--- config.mk ---
export PLATFORM = sky130hd
export DESIGN_NAME = tick_timer
export DESIGN_NICKNAME = d
export VERILOG_FILES = /design/src/rtl/tmr_pkg.sv /design/src/rtl/tmr_src_gate.sv /design/src/rtl/tmr_prescale.sv /design/src/rtl/tmr_match.sv /design/src/rtl/tick_timer.sv
export SDC_FILE = /design/constraint.sdc
export NUM_CORES = 1
export LEC_CHECK = 0
export CAP_MARGIN = 20
export CORE_MARGIN = 4
export CORE_UTILIZATION = 55
export CTS_BUF_LIST = sky130_fd_sc_hd__clkbuf_4 sky130_fd_sc_hd__clkbuf_8
export CTS_CLUSTER_DIAMETER = 30
export DETAILED_ROUTE_END_ITERATION = 7
export DONT_BUFFER_PORTS = 1
export HOLD_SLACK_MARGIN = 0.1
export PLACE_DENSITY_LB_ADDON = 0.25
export SYNTH_ARGS = -nofsm -noshare
export SYNTH_HDL_FRONTEND = slang
export SYNTH_SLANG_ARGS = --single-unit
--- constraint.sdc ---
create_clock -name clk -period 4.3 [get_ports clk]
set_input_delay 0.43 -clock clk [delete_from_list [all_inputs] [get_ports clk]]
set_output_delay 0.43 -clock clk [all_outputs]
set_load 0.005 [all_outputs]
--- src/rtl/tmr_pkg.sv ---
package tmr_pkg;

    // Control register layout
    localparam int CTRL_BITS = 9;
    localparam int B_RUN     = 0;
    localparam int B_SEL_LO  = 1;
    localparam int SEL_W     = 3;
    localparam int B_FAST_EN = 4;
    localparam int B_OK_LO   = 5;   // four allow bits: stop, doze, wait, debug
    localparam int N_LP      = 4;
    localparam int B_SRST    = 15;

    // Bits that survive a software reset: source select, fast enable, allow bits
    localparam logic [CTRL_BITS-1:0] KEEP_MASK = 9'b1_1111_1110;

    localparam int SRST_CYCLES = 4;
    localparam int SR_W        = $clog2(SRST_CYCLES + 1);

    // Register word addresses
    localparam logic [2:0] A_CTRL = 3'd0;
    localparam logic [2:0] A_PRE  = 3'd1;
    localparam logic [2:0] A_STAT = 3'd2;
    localparam logic [2:0] A_IEN  = 3'd3;
    localparam logic [2:0] A_CMP0 = 3'd4;
    localparam logic [2:0] A_CNT  = 3'd7;

    typedef enum logic [SEL_W-1:0] {
        SRC_OFF    = 3'd0,
        SRC_BUS    = 3'd1,
        SRC_BUS_HI = 3'd2,
        SRC_EXT    = 3'd3,
        SRC_SLOW   = 3'd4,
        SRC_FAST   = 3'd5,
        SRC_RSV6   = 3'd6,
        SRC_RSV7   = 3'd7
    } src_e;

endpackage

--- src/rtl/tmr_src_gate.sv ---
module tmr_src_gate
    import tmr_pkg::*;
(
    input  logic [SEL_W-1:0] sel,
    input  logic             fast_en,
    input  logic             tick_hi,
    input  logic             tick_ext,
    input  logic             tick_slow,
    input  logic             tick_fast,
    input  logic [N_LP-1:0]  lp_req,
    input  logic [N_LP-1:0]  lp_ok,
    input  logic             run,
    input  logic             busy,
    output logic             tick_ok
);
    logic src_tick;
    logic frozen;

    always_comb begin
        case (src_e'(sel))
            SRC_BUS:    src_tick = 1'b1;
            SRC_BUS_HI: src_tick = tick_hi;
            SRC_EXT:    src_tick = tick_ext;
            SRC_SLOW:   src_tick = tick_slow;
            SRC_FAST:   src_tick = tick_fast & fast_en;
            default:    src_tick = 1'b0;
        endcase
    end

    assign frozen  = |(lp_req & ~lp_ok);
    assign tick_ok = src_tick & run & ~busy & ~frozen;

endmodule

--- src/rtl/tmr_prescale.sv ---
module tmr_prescale #(
    parameter int PRE_W = 12
) (
    input  logic             clk,
    input  logic             rst_n,
    input  logic             tick,
    input  logic             clear,
    input  logic [PRE_W-1:0] limit,
    output logic             adv
);
    logic [PRE_W-1:0] phase_d, phase_q;

    always_comb begin
        phase_d = phase_q;
        adv     = 1'b0;
        if (clear) begin
            phase_d = '0;
        end else if (tick) begin
            if (phase_q >= limit) begin
                phase_d = '0;
                adv     = 1'b1;
            end else begin
                phase_d = phase_q + 1'b1;
            end
        end
    end

    always_ff @(posedge clk or negedge rst_n) begin
        if (!rst_n) phase_q <= '0;
        else        phase_q <= phase_d;
    end

endmodule

--- src/rtl/tmr_match.sv ---
module tmr_match #(
    parameter int CNT_W = 32,
    parameter int N_CMP = 3
) (
    input  logic                   adv,
    input  logic [CNT_W-1:0]       cnt,
    input  logic [N_CMP*CNT_W-1:0] cmp,
    output logic [N_CMP-1:0]       hit
);
    logic [CNT_W-1:0] cnt_next;

    assign cnt_next = cnt + 1'b1;

    for (genvar g = 0; g < N_CMP; g++) begin : g_chan
        assign hit[g] = adv && (cnt_next == cmp[g*CNT_W +: CNT_W]);
    end

endmodule

--- src/rtl/tick_timer.sv ---
module tick_timer
    import tmr_pkg::*;
#(
    parameter int DATA_W = 32,
    parameter int CNT_W  = 32,
    parameter int PRE_W  = 12,
    parameter int N_CMP  = 3
) (
    input  logic              clk,
    input  logic              rst_n,
    input  logic [2:0]        bus_addr,
    input  logic              bus_wr,
    input  logic [DATA_W-1:0] bus_wdata,
    output logic [DATA_W-1:0] bus_rdata,
    input  logic              tick_hi,
    input  logic              tick_ext,
    input  logic              tick_slow,
    input  logic              tick_fast,
    input  logic              lp_stop,
    input  logic              lp_doze,
    input  logic              lp_wait,
    input  logic              dbg_halt,
    output logic              irq
);
    typedef struct packed {
        logic [CTRL_BITS-1:0]   ctrl;
        logic [PRE_W-1:0]       pre;
        logic [N_CMP-1:0]       stat;
        logic [N_CMP-1:0]       ien;
        logic [N_CMP*CNT_W-1:0] cmp;
        logic [CNT_W-1:0]       cnt;
        logic [SR_W-1:0]        srst;
    } regs_t;

    regs_t r_d, r_q;

    logic             busy, done, run_q, wr_ok, tick_ok, adv;
    logic [N_CMP-1:0] hit, clr_vec;
    logic             unused_wbits;

    assign busy  = (r_q.srst != '0);
    assign done  = (r_q.srst == SR_W'(1));
    assign run_q = r_q.ctrl[B_RUN];
    assign wr_ok = bus_wr && !busy;   // non-control writes blocked during soft reset
    assign clr_vec = (wr_ok && bus_addr == A_STAT) ? bus_wdata[N_CMP-1:0] : '0;
    assign unused_wbits = ^bus_wdata;

    tmr_src_gate u_gate (
        .sel       (r_q.ctrl[B_SEL_LO +: SEL_W]),
        .fast_en   (r_q.ctrl[B_FAST_EN]),
        .tick_hi   (tick_hi),
        .tick_ext  (tick_ext),
        .tick_slow (tick_slow),
        .tick_fast (tick_fast),
        .lp_req    ({dbg_halt, lp_wait, lp_doze, lp_stop}),
        .lp_ok     (r_q.ctrl[B_OK_LO +: N_LP]),
        .run       (run_q),
        .busy      (busy),
        .tick_ok   (tick_ok)
    );

    tmr_prescale #(.PRE_W(PRE_W)) u_pre (
        .clk   (clk),
        .rst_n (rst_n),
        .tick  (tick_ok),
        .clear (done),
        .limit (r_q.pre),
        .adv   (adv)
    );

    tmr_match #(.CNT_W(CNT_W), .N_CMP(N_CMP)) u_match (
        .adv (adv),
        .cnt (r_q.cnt),
        .cmp (r_q.cmp),
        .hit (hit)
    );

    always_comb begin
        r_d = r_q;

        if (bus_wr && bus_addr == A_CTRL) begin
            r_d.ctrl = bus_wdata[CTRL_BITS-1:0];
            if (bus_wdata[B_SRST] && !busy) r_d.srst = SR_W'(SRST_CYCLES);
        end
        if (wr_ok && bus_addr == A_PRE) r_d.pre = bus_wdata[PRE_W-1:0];
        if (wr_ok && bus_addr == A_IEN) r_d.ien = bus_wdata[N_CMP-1:0];
        for (int k = 0; k < N_CMP; k++) begin
            if (wr_ok && bus_addr == 3'(A_CMP0 + k))
                r_d.cmp[k*CNT_W +: CNT_W] = bus_wdata[CNT_W-1:0];
        end

        // a new match outranks a simultaneous clear
        r_d.stat = (r_q.stat & ~clr_vec) | hit;

        if (adv)  r_d.cnt  = r_q.cnt + 1'b1;
        if (busy) r_d.srst = r_q.srst - 1'b1;

        if (done) begin
            r_d.ctrl = r_d.ctrl & KEEP_MASK;
            r_d.pre  = '0;
            r_d.stat = '0;
            r_d.ien  = '0;
            r_d.cmp  = '0;
            r_d.cnt  = '0;
        end
    end

    always_ff @(posedge clk or negedge rst_n) begin
        if (!rst_n) r_q <= '0;
        else        r_q <= r_d;
    end

    always_comb begin
        bus_rdata = '0;
        case (bus_addr)
            A_CTRL: begin
                bus_rdata[CTRL_BITS-1:0] = r_q.ctrl;
                bus_rdata[B_SRST]        = busy;
            end
            A_PRE:  bus_rdata[PRE_W-1:0] = r_q.pre;
            A_STAT: bus_rdata[N_CMP-1:0] = r_q.stat;
            A_IEN:  bus_rdata[N_CMP-1:0] = r_q.ien;
            A_CNT:  bus_rdata[CNT_W-1:0] = r_q.cnt;
            default: ;
        endcase
        for (int k = 0; k < N_CMP; k++) begin
            if (bus_addr == 3'(A_CMP0 + k))
                bus_rdata[CNT_W-1:0] = r_q.cmp[k*CNT_W +: CNT_W];
        end
    end

    assign irq = |(r_q.stat & r_q.ien);

endmodule

==> results.json, run 1 <==
{
  "seq_area_frac_synth_pct": 38.3,
  "cts_buffer_depth": 2,
  "synthToLayoutAreaGrowth_pct": 7.38,
  "cts.clk_slew.worst_paths_ns": 0.11,
  "hold_viol": 170,
  "r2r-start": "r_q[7]$_DFFE_PN0P_",
  "nets": 1361,
  "p_sw_share_pct": 39.2,
  "placed_cell_area_mm2": 0.0112,
  "tns_ns": 0,
  "ir_drop_mv": 0.908,
  "critPathMaxFanout": 13,
  "timing.hold.ws_ns": -0.364,
  "wl_per_cell_um": 22.7,
  "drt-initial-drc-count": 980,
  "synth-edff-count": 0,
  "crit_required_ns": 4.70,
  "worstSetupPathType": "register to register",
  "drv_cap": 0,
  "finalCritPeriodShare_pct": 86.1,
  "cpPeakStageDelay_ns": 0.70,
  "yosysWarnings": 0,
  "r2r_end": "r_q[135]$_DFF_PN0_",
  "hold_class": "input pin to async pin",
  "gp_congestion": 0.993,
  "track_usage_pct": 32.7,
  "critPathCapture": "r_q[135]$_DFF_PN0_",
  "intPower_mw": 2.83,
  "p_switching_mw": 1.83,
  "drv_slew": 0,
  "power.share.combinational_pct": 29.2,
  "synth_area_mm2": 0.0111,
  "crit_cells": 8,
  "critPathBufInv": 0,
  "vias_per_cell": 6.31,
  "synth_cell_types": 63,
  "grt_start_max_net_pins": 171,
  "drive_above_1_share_pct": 6.93,
  "ys.flop_type": "dfrtp_1",
  "first_global_vias": 9608,
  "async_flop_share_pct": 100,
  "dr.pass1.iters": 6,
  "core_mm2": 0.0197,
  "min_period_ns": 3.70,
  "antenna_found_initial": 0,
  "die_y_um": 150,
  "clock-sinks": 170,
  "rsz0062_at_grt": "no",
  "port_buffers": 0,
  "cts_setup_buffers": 0,
  "violations": "negative hold slack",
  "start_kind": "register",
  "grt_pass1_wl_um": 56300,
  "critPathTopFamily": "simple AND/OR/NAND/NOR gates",
  "n_antenna_cell": 0,
  "arrival_ns": 4.10,
  "status": "complete, but fails checks",
  "p_leak_nw": 4.75,
  "seq_power_share_pct": 46.0,
  "slowest_stage": "or4_1",
  "cts.htree.levels": 4,
  "final_cell_mix": "nand2_1, dfrtp_1, a21oi_1",
  "fmax_mhz": 270,
  "final_common_cell": "nand2_1",
  "clk_latency_ns": 0.48,
  "rows": 51,
  "numCtsBuffers": 17,
  "finalSetupViolCount": 0,
  "ioPinCount": 79,
  "endpoint_kind": "register",
  "dieArea_mm2": 0.0225,
  "postRouteAntennaNets": 0,
  "start_util_pct": 56.4,
  "timing.slew.headroom_pct": 24.3,
  "clkPwrFrac_pct": 24.8,
  "postCtsHoldBufs": 32,
  "r2r_slack_ns": 0.60,
  "powerDensity_mw_per_mm2": 391,
  "final_area_mm2": 0.0119,
  "vias": 9950,
  "crit_top_cell": "or4_1",
  "cts.repair.resized": 0,
  "fp.dieW_um": 150,
  "syn-mean-instance-area_um2": 8.37,
  "synthCells": 1326,
  "clock-root-buffer": "clkbuf_8",
  "dp_hpwl_um": 25100,
  "cts_tree": "yes",
  "overflow": 0,
  "syn_nets": 1387,
  "path_cells": "nand3_4 > or4_1 > or3_1 > xor2_1 > xnor2_1 > or4_1 > or4_1 > o31ai_2",
  "ys_ff_latch": 170,
  "drc": 0,
  "skew_ns": 0.0184,
  "worstMarginPinSlew_ns": 1.13,
  "startpoint": "r_q[7]$_DFFE_PN0P_",
  "worstRegToRegCells": 8,
  "wl_um": 35900
}
## per-stage QoR
| stage | total power, mW | hold slack, ns | worst slack (ns) | util (%) | instances |
|---|---|---|---|---|---|
| 2_1_floorplan | 3.05 | 0.134 | 1.08 | - | 1326 |
| 3_3_place_gp | 3.44 | 0.144 | 0.792 | 57.0 | 1514 |
| 3_5_place_dp | 3.46 | 0.143 | 0.667 | 57.0 | 1514 |
| 4_1_cts | 4.65 | -0.384 | 0.649 | 60.6 | 1578 |
| 5_1_grt | 4.90 | -0.398 | 0.459 | 60.6 | 1578 |
| 6_report | 4.66 | -0.364 | 0.598 | 60.6 | 1578 |
## worst register-to-register path, delay by kind of cell, from the launching register on
kind | cells | cell delay, ns
compound gates | 1 | 0.19
xor+xnor | 2 | 0.41
flops | 1 | 0.64
simple gates | 5 | 2.39
## metal layers
metal / wire (µm) / track usage (%) / vias to the layer above
li1: - / - / 4519
met1: 15400 / 47.2 / 4841
met2: 16100 / 49.6 / 529
met3: 3360 / 6.48 / 61
met4: 1030 / 11.0 / 0
met5: 0 / 0 / -
## cell type report
| cell class | count | area [µm²] |
|---|---|---|
| sequential | 170 | 4250 |
| clock buffer | 18 | 248 |
| multi-input combinational | 1031 | 6360 |
| fill | 1786 | 7740 |
| inverter | 31 | 116 |
| timing repair buffer | 49 | 460 |
| clock inverter | 14 | 145 |
| tap | 265 | 332 |
## power groups by stage
stage	Combinational (mW)	Sequential, mW	Clock [mW]
6_report	1.36	2.14	1.16
5_1_grt	1.50	2.17	1.23
4_1_cts	1.34	2.13	1.17
3_5_place_dp	1.30	2.16	0
3_3_place_gp	1.29	2.15	0
2_1_floorplan	1.01	2.04	0
## cell usage after synthesis, drive strengths merged, types with 4 or more instances
cell / number / share of area, %
nand2: 293 / 9.9
dfrtp: 170 / 38
a21oi: 135 / 6.1
xnor2: 101 / 8.0
nor2: 92 / 3.1
clkbuf: 76 / 2.6
o21ai: 46 / 2.1
xor2: 46 / 3.6
inv: 31 / 1.0
nand3: 26 / 1.3
nor3: 26 / 1.3
and2: 25 / 1.4
mux4: 19 / 3.9
buf: 18 / 0.90
nand4: 17 / 0.96
mux2i: 16 / 1.4
a22oi: 15 / 1.0
and3: 15 / 0.85
ha: 15 / 1.7
nor4: 12 / 0.73
and4: 10 / 0.79
mux2: 10 / 1.0
nor3b: 10 / 0.68
nand2b: 9 / 0.51
o22ai: 8 / 0.45
a2111oi: 6 / 0.47
nand3b: 6 / 0.41
or3: 5 / 0.28
or4: 5 / 0.34
a211oi: 4 / 0.27
a221oi: 4 / 0.32
a31oi: 4 / 0.23
o221ai: 4 / 0.32
o32ai: 4 / 0.32
## kinds of logic (layout without fill, tap and decap cells)
family,count (synthesis),count (layout),share of synthesized area [%]
compound gates,265,265,14.3
xor+xnor,148,148,11.8
fa+ha+maj,15,15,1.69
buf+inv,125,112,4.52
flops,170,170,38.3
mux,45,45,6.32
simple gates,558,558,23.0
## state kept, by name (all words and copies together), names as in the netlist
register	cells
r_q	158
u_pre.phase_q	12
## how the worst min path moves through the flow
| stage | start | endpoint | slack [ns] | cells past startpoint |
|---|---|---|---|---|
| finish | rst_n | r_q[106]$_DFFE_PN0P_ | -0.36 | 0 |
| global route | rst_n | r_q[145]$_DFFE_PN0P_ | -0.40 | 0 |
| CTS | rst_n | r_q[142]$_DFFE_PN0P_ | -0.38 | 0 |
| detailed placement | rst_n | r_q[108]$_DFFE_PN0P_ | 0.14 | 0 |
| global placement | rst_n | r_q[43]$_DFFE_PN0P_ | 0.14 | 0 |
| floorplan | rst_n | r_q[0]$_DFFE_PN0P_ | 0.13 | 0 |
Power figures use the tool's default switching activity.
==> run 2: changes to the inputs <==
Settings changed: CORE_UTILIZATION 55 to 50.
==> results.json, run 2 (synthesis results as in run 1) <==
{
  "reg_top3": "r_q x158, u_pre.phase_q x12",
  "overflow": 0,
  "ioPinCount": 79,
  "final_area_mm2": 0.0120,
  "grt_start_max_net_pins": 171,
  "clock-root-buffer": "clkbuf_8",
  "fmax_mhz": 259,
  "core_mm2": 0.0218,
  "rsz0062_at_grt": "no",
  "largest_register_ffs": 158,
  "clock-sinks": 170,
  "final_cell_mix": "nand2_1, dfrtp_1, a21oi_1",
  "drv_cap": 0,
  "fillers": 2043,
  "ir_drop_mv": 0.285,
  "crit_top_cell": "or4_1",
  "critPathMaxFanout": 9,
  "cpPeakStageDelay_ns": 0.71,
  "endpoint_kind": "register",
  "dp_hpwl_um": 25900,
  "hold_viol": 170,
  "status": "complete, but fails checks",
  "die_y_um": 157,
  "wl_per_cell_um": 23.4,
  "skew_ns": 0.0177,
  "port_buffers": 0,
  "dr.pass1.iters": 5,
  "arrival_ns": 4.26,
  "cts_tree": "yes",
  "placed_cell_area_mm2": 0.0112,
  "gp_congestion": 1.00,
  "powerDensity_mw_per_mm2": 402,
  "antenna_found_initial": 0,
  "start_util_pct": 50.8,
  "timing.hold.ws_ns": -0.369,
  "vias_per_cell": 6.20,
  "crit_required_ns": 4.70,
  "wl_um": 37400,
  "postRouteAntennaNets": 0,
  "worstMarginPinSlew_ns": 1.08,
  "track_usage_pct": 30.9,
  "cts_buffer_depth": 2,
  "worstSetupPathType": "register to register",
  "fp.dieW_um": 157,
  "synthToLayoutAreaGrowth_pct": 8.13,
  "slowest_stage": "nor3_1",
  "first_global_vias": 9502,
  "finalSetupViolCount": 0,
  "rows": 54,
  "postCtsHoldBufs": 32,
  "n_antenna_cell": 0,
  "finalCritPeriodShare_pct": 89.8,
  "drive_above_1_share_pct": 7.00,
  "numCtsBuffers": 17,
  "min_period_ns": 3.86,
  "violations": "negative hold slack",
  "nets": 1362,
  "hold_class": "input pin to async pin",
  "cts.clk_slew.worst_paths_ns": 0.10,
  "p_leak_nw": 4.79,
  "final_common_cell": "nand2_1",
  "drv_slew": 0,
  "drc": 0,
  "top_register": "r_q",
  "start_kind": "register",
  "tns_ns": 0,
  "clk_latency_ns": 0.49,
  "path_cells": "ha_1 > nand4_1 > nor3_1 > xnor2_1 > o221ai_1 > or4_1 > or4_1 > o31ai_2",
  "cts.htree.levels": 4,
  "timing.slew.headroom_pct": 28.2,
  "grt_pass1_wl_um": 58100,
  "drt-initial-drc-count": 970,
  "dieArea_mm2": 0.0246,
  "vias": 9888
}
[run 2: worst max-delay path, delay by kind of cell (launching register included)]
| family | cells | cell delay (ns) |
|---|---|---|
| compound gates | 2 | 0.35 |
| xor+xnor | 1 | 0.23 |
| fa+ha+maj | 1 | 0.37 |
| flops | 1 | 0.59 |
| simple gates | 4 | 2.23 |
[run 2: what timing repair did]
| item | in CTS | in global routing |
|---|---|---|
| gates resized for setup | 0 | 0 |
| buffers inserted | 0 | 0 |
| hold endpoints to repair | 290 | 170 |
[run 2: path summary, 6_finish.rpt]
path,from,to,slack [ns],depth (start not counted)
worst min register to register,r_q[145]$_DFFE_PN0P_,r_q[145]$_DFFE_PN0P_,0.53,2
worst max-delay path,r_q[3]$_DFFE_PN0P_,r_q[135]$_DFF_PN0_,0.44,8
worst min-delay path,rst_n,r_q[45]$_DFFE_PN0P_,-0.37,0
worst max register to register,r_q[3]$_DFFE_PN0P_,r_q[135]$_DFF_PN0_,0.44,8
max in group asynchronous,rst_n,r_q[35]$_DFFE_PN0P_,4.41,0
min in group clk,bus_wdata[2],r_q[136]$_DFF_PN0_,0.17,3
[run 2: final cells by class]
| type | instances | area, µm² | share of cell area (%) |
|---|---|---|---|
| multi-input cells | 1031 | 6360 | 53.0 |
| flip-flops and latches | 170 | 4250 | 35.5 |
| repair buffers | 50 | 473 | 3.94 |
| well taps | 280 | 350 | 2.92 |
| clock buffers | 20 | 269 | 2.24 |
| clock inverters | 12 | 176 | 1.47 |
| inverters | 31 | 116 | 0.970 |
[run 2: through the flow]
step                power (mW)  setup WS [ns]  instances  utilization [%]
floorplan                 3.05           1.08       1326                -
detailed placement        3.47          0.506       1528             51.4
finish                    4.82          0.440       1594             55.0
global placement          3.46          0.636       1528             51.4
CTS                       4.83          0.492       1592             54.9
global route              5.08          0.169       1594             55.0
[run 2: report_power, final]
part	switching, mW	total [mW]	internal [mW]
Sequential	0.307	2.14	1.83
Combinational	0.824	1.37	0.543
Clock	0.682	1.32	0.634
Total	1.81	4.82	3.01
[run 2: routing by layer]
layer	up-vias	global-route usage (%)	part of all wire [%]
li1	4511	-	-
met1	4898	44.6	44
met2	426	47.0	46
met3	53	6.68	7.1
met4	0	9.13	2.6
met5	-	0	0
